--- src/rtl/exc_entry_pkg.sv ---
// Shared constants, state type and return-code helper for the exception
// entry sequencer. Assumes a 32-bit word and an eight-word context frame.
package exc_entry_pkg;

    localparam int WORD_W      = 32;
    localparam int FRAME_WORDS = 8;
    localparam int ADJ_BIT     = 9;
    localparam int WORD_BYTES  = WORD_W / 8;

    typedef enum logic [1:0] {
        ST_IDLE  = 2'd0,
        ST_ENTRY = 2'd1,
        ST_FIN   = 2'd2
    } entry_state_t;

    // Link return code: upper bits all ones, low nibble encodes mode and stack.
    function automatic logic [WORD_W-1:0] ret_code(input logic handler, input logic psp);
        if (handler)
            ret_code = 32'hFFFF_FFF1;
        else if (psp)
            ret_code = 32'hFFFF_FFFD;
        else
            ret_code = 32'hFFFF_FFF9;
    endfunction

endpackage

--- src/rtl/exc_prio_arb.sv ---
// Combinational priority selector. Keeps requests whose priority value is
// strictly below the mask threshold and returns the lowest value among them,
// lowest index first on ties. Clock and reset only feed the assertion.
module exc_prio_arb #(
    parameter int NUM_EXC = 8,
    parameter int PRIO_W  = 3,
    localparam int IDX_W  = $clog2(NUM_EXC)
) (
    input  logic                      clk,
    input  logic                      rst_n,
    input  logic [NUM_EXC-1:0]        pend_vec,
    input  logic [NUM_EXC*PRIO_W-1:0] pend_prio,
    input  logic [PRIO_W-1:0]         mask_level,
    output logic                      sel_any,
    output logic [IDX_W-1:0]          sel_idx,
    output logic [PRIO_W-1:0]         sel_prio
);

    logic [PRIO_W-1:0] prio_a [NUM_EXC];

    // Unpack the flat priority bus into one entry per index.
    for (genvar g = 0; g < NUM_EXC; g++) begin : g_unpack
        assign prio_a[g] = pend_prio[g*PRIO_W +: PRIO_W];
    end

    // Linear scan: first strictly better eligible entry replaces the choice.
    always_comb begin
        logic              found;
        logic [IDX_W-1:0]  bi;
        logic [PRIO_W-1:0] bp;
        found = 1'b0;
        bi    = '0;
        bp    = '1;
        for (int i = 0; i < NUM_EXC; i++) begin
            if (pend_vec[i] && (prio_a[i] < mask_level) && (!found || prio_a[i] < bp)) begin
                found = 1'b1;
                bi    = IDX_W'(i);
                bp    = prio_a[i];
            end
        end
        sel_any  = found;
        sel_idx  = bi;
        sel_prio = bp;
    end

    AST_SEL_UNMASKED: assert property (@(posedge clk) disable iff (!rst_n)
        sel_any |-> (pend_vec[sel_idx] && (prio_a[sel_idx] < mask_level)));

endmodule

--- src/rtl/exc_frame_unit.sv ---
// Context frame writer. On start it captures the eight words and the final
// stack pointer, then issues one write per acknowledge from the top slot down.
// Assumes sp_in is word aligned and start only arrives while idle.
module exc_frame_unit
    import exc_entry_pkg::*;
(
    input  logic              clk,
    input  logic              rst_n,
    input  logic              start,
    input  logic              skip,
    input  logic              align_en,
    input  logic [WORD_W-1:0] sp_in,
    input  logic [WORD_W-1:0] w_r0,
    input  logic [WORD_W-1:0] w_r1,
    input  logic [WORD_W-1:0] w_r2,
    input  logic [WORD_W-1:0] w_r3,
    input  logic [WORD_W-1:0] w_r12,
    input  logic [WORD_W-1:0] w_lr,
    input  logic [WORD_W-1:0] w_pc,
    input  logic [WORD_W-1:0] w_psr,
    input  logic              wr_ack,
    output logic              wr_req,
    output logic [WORD_W-1:0] wr_addr,
    output logic [WORD_W-1:0] wr_data,
    output logic              frame_done,
    output logic [WORD_W-1:0] frame_sp
);

    localparam int CNT_W      = $clog2(FRAME_WORDS + 1);
    localparam int SLOT_W     = $clog2(FRAME_WORDS);
    localparam int FRAME_SIZE = FRAME_WORDS * WORD_BYTES;
    localparam int BYTE_SH    = $clog2(WORD_BYTES);

    logic [FRAME_WORDS-1:0][WORD_W-1:0] word_q;
    logic [CNT_W-1:0]  beat_q;
    logic [WORD_W-1:0] base_q;
    logic              align_q;
    logic              adj;
    logic [WORD_W-1:0] top_sp;
    logic [WORD_W-1:0] psr_st;
    logic [SLOT_W-1:0] slot;

    // Alignment adjust and the stacked status word with the adjust flag.
    always_comb begin
        adj            = align_en && sp_in[2];
        top_sp         = adj ? (sp_in - WORD_W'(WORD_BYTES)) : sp_in;
        psr_st         = w_psr;
        psr_st[ADJ_BIT] = adj;
    end

    // Current slot counts down from the top of the frame.
    always_comb begin
        slot       = SLOT_W'(FRAME_WORDS - 1) - beat_q[SLOT_W-1:0];
        frame_done = (beat_q == CNT_W'(FRAME_WORDS));
        wr_req     = !frame_done;
        wr_addr    = base_q + (WORD_W'(slot) << BYTE_SH);
        wr_data    = word_q[slot];
        frame_sp   = base_q;
    end

    // Capture frame on start, advance one slot per accepted write.
    always_ff @(posedge clk) begin
        if (!rst_n) begin
            word_q  <= '0;
            beat_q  <= CNT_W'(FRAME_WORDS);
            base_q  <= '0;
            align_q <= 1'b0;
        end else if (start) begin
            word_q[0] <= w_r0;
            word_q[1] <= w_r1;
            word_q[2] <= w_r2;
            word_q[3] <= w_r3;
            word_q[4] <= w_r12;
            word_q[5] <= w_lr;
            word_q[6] <= w_pc;
            word_q[7] <= psr_st;
            base_q    <= skip ? sp_in : (top_sp - WORD_W'(FRAME_SIZE));
            align_q   <= align_en && !skip;
            beat_q    <= skip ? CNT_W'(FRAME_WORDS) : '0;
        end else if (wr_req && wr_ack) begin
            beat_q <= beat_q + 1'b1;
        end
    end

    AST_WR_HOLD: assert property (@(posedge clk) disable iff (!rst_n)
        (wr_req && !wr_ack) |=> (wr_req && $stable(wr_addr) && $stable(wr_data)));

    AST_WR_WORD_ADDR: assert property (@(posedge clk) disable iff (!rst_n)
        wr_req |-> (wr_addr[1:0] == 2'b00));

    AST_FRAME_ALIGNED: assert property (@(posedge clk) disable iff (!rst_n)
        ($rose(frame_done) && align_q) |-> (frame_sp[2:0] == 3'b000));

endmodule

--- src/rtl/exc_entry_ctrl.sv ---
// Entry controller. Starts an entry from idle, fetches the handler vector,
// retargets on a strictly stronger late request, and raises handler start
// once the frame and the vector are both complete. Assumes vtor_base is
// stable during an entry.
module exc_entry_ctrl
    import exc_entry_pkg::*;
#(
    parameter int NUM_EXC   = 8,
    parameter int PRIO_W    = 3,
    parameter int FIRST_NUM = 16,
    localparam int IDX_W    = $clog2(NUM_EXC)
) (
    input  logic               clk,
    input  logic               rst_n,
    input  logic               arb_any,
    input  logic [IDX_W-1:0]   arb_idx,
    input  logic [PRIO_W-1:0]  arb_prio,
    input  logic               frame_done,
    input  logic               in_handler,
    input  logic               use_psp,
    input  logic [WORD_W-1:0]  vtor_base,
    input  logic               rd_ack,
    input  logic [WORD_W-1:0]  rd_data,
    output logic               start,
    output logic               rd_req,
    output logic [WORD_W-1:0]  rd_addr,
    output logic               busy,
    output logic               entry_done,
    output logic [NUM_EXC-1:0] act_set,
    output logic [WORD_W-1:0]  new_pc,
    output logic [WORD_W-1:0]  new_lr
);

    localparam int BYTE_SH = $clog2(WORD_BYTES);

    entry_state_t      state_q;
    logic [IDX_W-1:0]  tgt_idx_q;
    logic [PRIO_W-1:0] tgt_prio_q;
    logic              vec_ok_q;
    logic [WORD_W-1:0] pc_q;
    logic              mode_q;
    logic              psp_q;
    logic              late;
    logic              finish;
    logic [WORD_W-1:0] exc_num;

    // Entry decisions derived from state and arbiter outcome.
    always_comb begin
        start   = (state_q == ST_IDLE) && arb_any;
        late    = (state_q == ST_ENTRY) && arb_any && (arb_prio < tgt_prio_q);
        finish  = (state_q == ST_ENTRY) && frame_done && vec_ok_q && !late;
        rd_req  = (state_q == ST_ENTRY) && !vec_ok_q;
        exc_num = WORD_W'(FIRST_NUM) + WORD_W'(tgt_idx_q);
        rd_addr = vtor_base + (exc_num << BYTE_SH);
    end

    // Handler start outputs, valid in the finish state only.
    always_comb begin
        busy       = (state_q != ST_IDLE);
        entry_done = (state_q == ST_FIN);
        act_set    = '0;
        for (int i = 0; i < NUM_EXC; i++) begin
            if (entry_done && (tgt_idx_q == IDX_W'(i)))
                act_set[i] = 1'b1;
        end
        new_pc = pc_q;
        new_lr = ret_code(mode_q, psp_q);
    end

    // Sequencing of target, vector fetch and entry state.
    always_ff @(posedge clk) begin
        if (!rst_n) begin
            state_q    <= ST_IDLE;
            tgt_idx_q  <= '0;
            tgt_prio_q <= '0;
            vec_ok_q   <= 1'b0;
            pc_q       <= '0;
            mode_q     <= 1'b0;
            psp_q      <= 1'b0;
        end else begin
            case (state_q)
                ST_IDLE: begin
                    if (start) begin
                        state_q    <= ST_ENTRY;
                        tgt_idx_q  <= arb_idx;
                        tgt_prio_q <= arb_prio;
                        vec_ok_q   <= 1'b0;
                        mode_q     <= in_handler;
                        psp_q      <= use_psp && !in_handler;
                    end
                end
                ST_ENTRY: begin
                    if (late) begin
                        tgt_idx_q  <= arb_idx;
                        tgt_prio_q <= arb_prio;
                        vec_ok_q   <= 1'b0;
                    end else if (rd_req && rd_ack) begin
                        vec_ok_q <= 1'b1;
                        pc_q     <= rd_data;
                    end
                    if (finish)
                        state_q <= ST_FIN;
                end
                ST_FIN:  state_q <= ST_IDLE;
                default: state_q <= ST_IDLE;
            endcase
        end
    end

    AST_DONE_AFTER_WORK: assert property (@(posedge clk) disable iff (!rst_n)
        entry_done |-> ($past(frame_done) && $past(vec_ok_q)));

    AST_RD_HOLD: assert property (@(posedge clk) disable iff (!rst_n)
        (rd_req && !rd_ack && !late) |=> (rd_req && $stable(rd_addr)));

    AST_LATE_STRICT: assert property (@(posedge clk) disable iff (!rst_n)
        ((state_q == ST_ENTRY) && ($past(state_q) == ST_ENTRY) && (tgt_idx_q != $past(tgt_idx_q)))
            |-> (tgt_prio_q < $past(tgt_prio_q)));

    AST_ACT_ONEHOT: assert property (@(posedge clk) disable iff (!rst_n)
        entry_done |-> $onehot(act_set));

    AST_ACT_QUIET: assert property (@(posedge clk) disable iff (!rst_n)
        !entry_done |-> (act_set == '0));

    AST_LR_UPPER: assert property (@(posedge clk) disable iff (!rst_n)
        entry_done |-> (new_lr[WORD_W-1:4] == '1));

endmodule

--- src/rtl/exc_entry_seq.sv ---
// Exception entry sequencer top. Joins the priority selector, the frame
// writer and the entry controller. Memory ports use a request held until a
// same-cycle acknowledge; the stack pointer input is assumed word aligned.
module exc_entry_seq
    import exc_entry_pkg::*;
#(
    parameter int NUM_EXC   = 8,
    parameter int PRIO_W    = 3,
    parameter int FIRST_NUM = 16
) (
    input  logic                      clk,
    input  logic                      rst_n,
    input  logic [NUM_EXC-1:0]        pend_vec,
    input  logic [NUM_EXC*PRIO_W-1:0] pend_prio,
    input  logic [PRIO_W-1:0]         mask_level,
    input  logic                      skip_stack,
    input  logic                      align_en,
    input  logic                      in_handler,
    input  logic                      use_psp,
    input  logic [31:0]               sp_in,
    input  logic [31:0]               reg_r0,
    input  logic [31:0]               reg_r1,
    input  logic [31:0]               reg_r2,
    input  logic [31:0]               reg_r3,
    input  logic [31:0]               reg_r12,
    input  logic [31:0]               reg_lr,
    input  logic [31:0]               ret_pc,
    input  logic [31:0]               xpsr_in,
    input  logic [31:0]               vtor_base,
    output logic                      wr_req,
    output logic [31:0]               wr_addr,
    output logic [31:0]               wr_data,
    input  logic                      wr_ack,
    output logic                      rd_req,
    output logic [31:0]               rd_addr,
    input  logic [31:0]               rd_data,
    input  logic                      rd_ack,
    output logic                      busy,
    output logic                      entry_done,
    output logic [NUM_EXC-1:0]        act_set,
    output logic [31:0]               new_sp,
    output logic [31:0]               new_pc,
    output logic [31:0]               new_lr
);

    localparam int IDX_W = $clog2(NUM_EXC);

    logic              arb_any;
    logic [IDX_W-1:0]  arb_idx;
    logic [PRIO_W-1:0] arb_prio;
    logic              start;
    logic              frame_done;

    exc_prio_arb #(
        .NUM_EXC (NUM_EXC),
        .PRIO_W  (PRIO_W)
    ) u_arb (
        .clk        (clk),
        .rst_n      (rst_n),
        .pend_vec   (pend_vec),
        .pend_prio  (pend_prio),
        .mask_level (mask_level),
        .sel_any    (arb_any),
        .sel_idx    (arb_idx),
        .sel_prio   (arb_prio)
    );

    exc_frame_unit u_frame (
        .clk        (clk),
        .rst_n      (rst_n),
        .start      (start),
        .skip       (skip_stack),
        .align_en   (align_en),
        .sp_in      (sp_in),
        .w_r0       (reg_r0),
        .w_r1       (reg_r1),
        .w_r2       (reg_r2),
        .w_r3       (reg_r3),
        .w_r12      (reg_r12),
        .w_lr       (reg_lr),
        .w_pc       (ret_pc),
        .w_psr      (xpsr_in),
        .wr_ack     (wr_ack),
        .wr_req     (wr_req),
        .wr_addr    (wr_addr),
        .wr_data    (wr_data),
        .frame_done (frame_done),
        .frame_sp   (new_sp)
    );

    exc_entry_ctrl #(
        .NUM_EXC   (NUM_EXC),
        .PRIO_W    (PRIO_W),
        .FIRST_NUM (FIRST_NUM)
    ) u_ctrl (
        .clk        (clk),
        .rst_n      (rst_n),
        .arb_any    (arb_any),
        .arb_idx    (arb_idx),
        .arb_prio   (arb_prio),
        .frame_done (frame_done),
        .in_handler (in_handler),
        .use_psp    (use_psp),
        .vtor_base  (vtor_base),
        .rd_ack     (rd_ack),
        .rd_data    (rd_data),
        .start      (start),
        .rd_req     (rd_req),
        .rd_addr    (rd_addr),
        .busy       (busy),
        .entry_done (entry_done),
        .act_set    (act_set),
        .new_pc     (new_pc),
        .new_lr     (new_lr)
    );

endmodule

--- config.mk ---
export PLATFORM = sky130hd
export DESIGN_NAME = exc_entry_seq
export DESIGN_NICKNAME = d
export VERILOG_FILES = /design/src/rtl/exc_entry_pkg.sv /design/src/rtl/exc_prio_arb.sv /design/src/rtl/exc_frame_unit.sv /design/src/rtl/exc_entry_ctrl.sv /design/src/rtl/exc_entry_seq.sv
export SDC_FILE = /design/constraint.sdc
export NUM_CORES = 1
export LEC_CHECK = 0
export ABC_AREA = 1
export ABC_CLOCK_PERIOD_IN_PS = 26100
export BUFFER_PORTS_ARGS = -buffer_cell sky130_fd_sc_hd__buf_4
export CORE_AREA = 2 2 235 237
export DETAILED_ROUTE_END_ITERATION = 10
export DIE_AREA = 0 0 237 239
export HOLD_SLACK_MARGIN = 0.02
export PLACE_DENSITY_LB_ADDON = 0.1
export SLEW_MARGIN = 20
export SYNTH_ARGS = -nofsm -noshare
export SYNTH_HDL_FRONTEND = slang
export SYNTH_HIERARCHICAL = 1
export SYNTH_SLANG_ARGS = --single-unit
export TNS_END_PERCENT = 30
--- constraint.sdc ---
create_clock -name clk -period 26.1 [get_ports clk]
set_input_delay 3.915 -clock clk [delete_from_list [all_inputs] [get_ports clk]]
set_output_delay 3.915 -clock clk [all_outputs]
set_load 0.03 [all_outputs]
==> impl_metrics.ini <==
[global_routing]
grt_use_met3 = 0.06663
grt.busiest_layer = met2
grt_first_pass_wirelength_um = 104800
antenna_found_initial = 13
grt_use_met1 = 0.3115
overflow = 0
grt_pass1_vias = 17422
grt_max_degree = 183
use_met2 = 0.3841
track_usage = 0.2401

[synth]
syn_area_per_cell_um2 = 7.246
yosysWarnings = 6
syn_inst = 2436
synth-main-ff-cell = dfxtp_1
synth_edf_count = 0
ys_ff_latch = 335
synth_area_leaders = dfxtp_1, nand2_1, o21ai_0, a22o_1, inv_1
yosysSeqAreaShare = 0.3800
ys_types = 58
netlist.area_leader.share = 0.3800
syn_area_um2 = 17650
async_reset_ff_frac = 0
synth_top_area_cell = dfxtp_1

[timing]
tightestPinTransition_ns = 1.027
finalCritPeriodShare = 0.4822
skew_ns = 0.02778
maxSlewViolCount = 0
rsz0062_at_grt = no
finalHoldViolCount = 0
tns_ns = 0
slew_headroom = 0.3151
layout_min_cycle_time_ns = 12.59
setup_viol = 0
fmax_ghz = 0.07946

[detailed_routing]
drtIter0Drc = 1246
routedWlPerCell_um = 19.31
vias_per_cell = 4.949
vias = 18107
drc = 0
antenna_left = 0
routed_wl_um = 70670
drt_pass1_iterations = 6

[clocking]
cts_tree = done
root_buffer = clkbuf_16
htreeDepth = 2
numClockSinks = 335
worst_skew_pair.late_latency_ns = 0.58
post-cts-setup-buffer-count = 0
holdBufCountCts = 0
cts_resized = 0
clk_pin_slew_ns = 0.06
cts_made_buffers = 40
cts_buffer_depth = 3

[floorplan]
boundaryPins = 599
start_util = 0.3248
rows = 86
dieWidth_um = 237
dieHeight_um = 239
core_um2 = 54340
dieArea_um2 = 56640

[min_path]
min_from = u_frame/word_q[21]$_SDFFE_PN0P_
hp-class = flop to flop

[place]
placed_cell_area_um2 = 22160
portBuffers = 563
routabilityCongestion = 0.9126
hpwl_um = 52820

[setup_path]
critPathSlowestCell = ha_1
crit_start = mask_level[2]
crit_arrival_ns = 13.04
startpoint_type = input pin
endpoint_kind = flop
crit_type = input pin to flop
cpMostUsedCell = nand2_1
reg2reg_from = u_ctrl/state_q[0]$_SDFFE_PN0P_
required_ns = 26.55
cpPeakStageDelay_ns = 0.33
worst-path-max-fanout = 34

[pwr]
ir_worst_vdd_mv = 0.05039
leakagePower_nw = 10.68
powerDensity_nw_per_um2 = 68.05

[run]
maxCapViolCount = 0

[run_status]
status = finished, final reports clean

[cells_and_area]
final_nets = 3356
area_growth_pct = 32.96
fillers = 5645
multi_input_area_um2 = 9140
seq_area_um2 = 6711
stdcell_area_um2 = 23470
drive_gt1_frac = 0.2598
## cells in the mapped netlist, types with 6 or more instances
cell type	n
nand2_2	30
nand3b_1	8
buf_1	8
o21ai_0	305
nor2_1	155
inv_2	10
nor3_1	22
clkbuf_1	107
ha_1	38
dfxtp_1	335
buf_4	35
nand3_2	6
xor2_1	36
nor2_4	12
nand4_1	22
clkinv_1	6
inv_1	275
nand2_4	9
o21ai_1	35
xnor2_1	9
nand3_1	99
o211ai_1	6
a22o_1	129
a21oi_1	164
a31oi_1	33
nor2_2	42
nand2_1	440
## report_power, final
group	leakage [nW]	internal, mW	switching [mW]
Combinational	7.30	0.166	0.276
Clock	0.617	0.323	0.226
Sequential	2.76	0.569	0.0372
Total	10.7	1.06	0.539
## placed cells by master, fill, tap and decap left out, types with 4 or more instances in the layout
| master | instances |
|---|---|
| nand3_4 | 4 |
| nand2_2 | 30 |
| nor2_1 | 154 |
| xor2_1 | 36 |
| diode_2 | 10 |
| a22o_1 | 129 |
| ha_1 | 38 |
| nor2_2 | 42 |
| nand4_1 | 22 |
| nand3b_1 | 8 |
| nor3_1 | 22 |
| xnor2_1 | 9 |
| inv_1 | 271 |
| conb_1 | 30 |
| and3_1 | 4 |
| buf_4 | 573 |
| clkinv_2 | 4 |
| nand3_1 | 99 |
| o21ai_1 | 35 |
| o21ai_0 | 305 |
| nor2_4 | 13 |
| inv_2 | 11 |
| clkbuf_16 | 41 |
| clkbuf_1 | 12 |
| nand2_4 | 9 |
| nand3_2 | 6 |
| nand2_1 | 440 |
| o22ai_1 | 4 |
| dfxtp_1 | 333 |
| a31oi_1 | 33 |
| o211ai_1 | 6 |
| a21oi_1 | 164 |
| clkinv_1 | 6 |
| clkbuf_8 | 5 |
## worst max-delay path: cells and delay by family
family          cells  cell delay [ns]
buf+inv             9             0.86
compound gates      9             1.99
simple gates       43             3.55
fa+ha+maj           9             2.66
## cells by family after synthesis
group           count (synthesis)  synth area share
compound gates                693            0.2308
xor+xnor                       45           0.02233
fa+ha+maj                      40           0.02921
buf+inv                       452            0.1087
flops                         335            0.3800
other cells                     2         0.0004255
simple gates                  869            0.2286
## metal layers
layer / up-vias / share of wire
li1: 9023 / -
met1: 8354 / 0.44
met2: 619 / 0.46
met3: 103 / 0.080
met4: 8 / 0.026
met5: - / 0.00062
## flip-flops by register name, summed over array words and instances, names as in the netlist
signal,cells
u_ctrl/state_q,2
u_ctrl/tgt_prio_q,3
u_ctrl/psp_q,1
u_ctrl/mode_q,1
u_frame/frame_sp,32
u_ctrl/vec_ok_q,1
u_ctrl/new_pc,32
u_ctrl/tgt_idx_q,3
u_frame/beat_q,4
u_frame/word_q,256
## final cells by class
cell class / instances / area share
multi-input cells: 1677 / 0.3895
clock buffers: 58 / 0.04857
well taps: 704 / 0.03753
diodes: 10 / 0.001066
repair buffers: 574 / 0.1845
inverters: 293 / 0.04777
clock inverters: 8 / 0.005118
flip-flops and latches: 335 / 0.2860
## worst paths after layout
| kind | cells past startpoint | slack, ns | to |
|---|---|---|---|
| min reg2reg | 1 | 0.46 | u_frame/word_q[21]$_SDFFE_PN0P_ |
| max | 70 | 13.51 | u_ctrl/new_pc[11]$_SDFFE_PN0P_ |
| max reg2reg | 9 | 22.45 | u_frame/word_q[58]$_SDFFE_PN0P_ |
| min | 1 | 0.46 | u_frame/word_q[21]$_SDFFE_PN0P_ |
## metrics by stage
stage / cells / power, mW / hold WS [ns] / utilization / setup WS, ns
after floorplan: 2464 / 0.8887 / 0.4230 / - / 14.52
after global placement: 3582 / 1.052 / 0.4460 / 0.4077 / 13.18
after detailed placement: 3582 / 1.058 / 0.4471 / 0.4077 / 12.96
after CTS: 3648 / 1.614 / 0.4663 / 0.4309 / 13.55
after global routing: 3657 / 1.682 / 0.4745 / 0.4318 / 12.53
final: 3659 / 1.597 / 0.4625 / 0.4319 / 13.51
(Power assumes the default switching activity.)
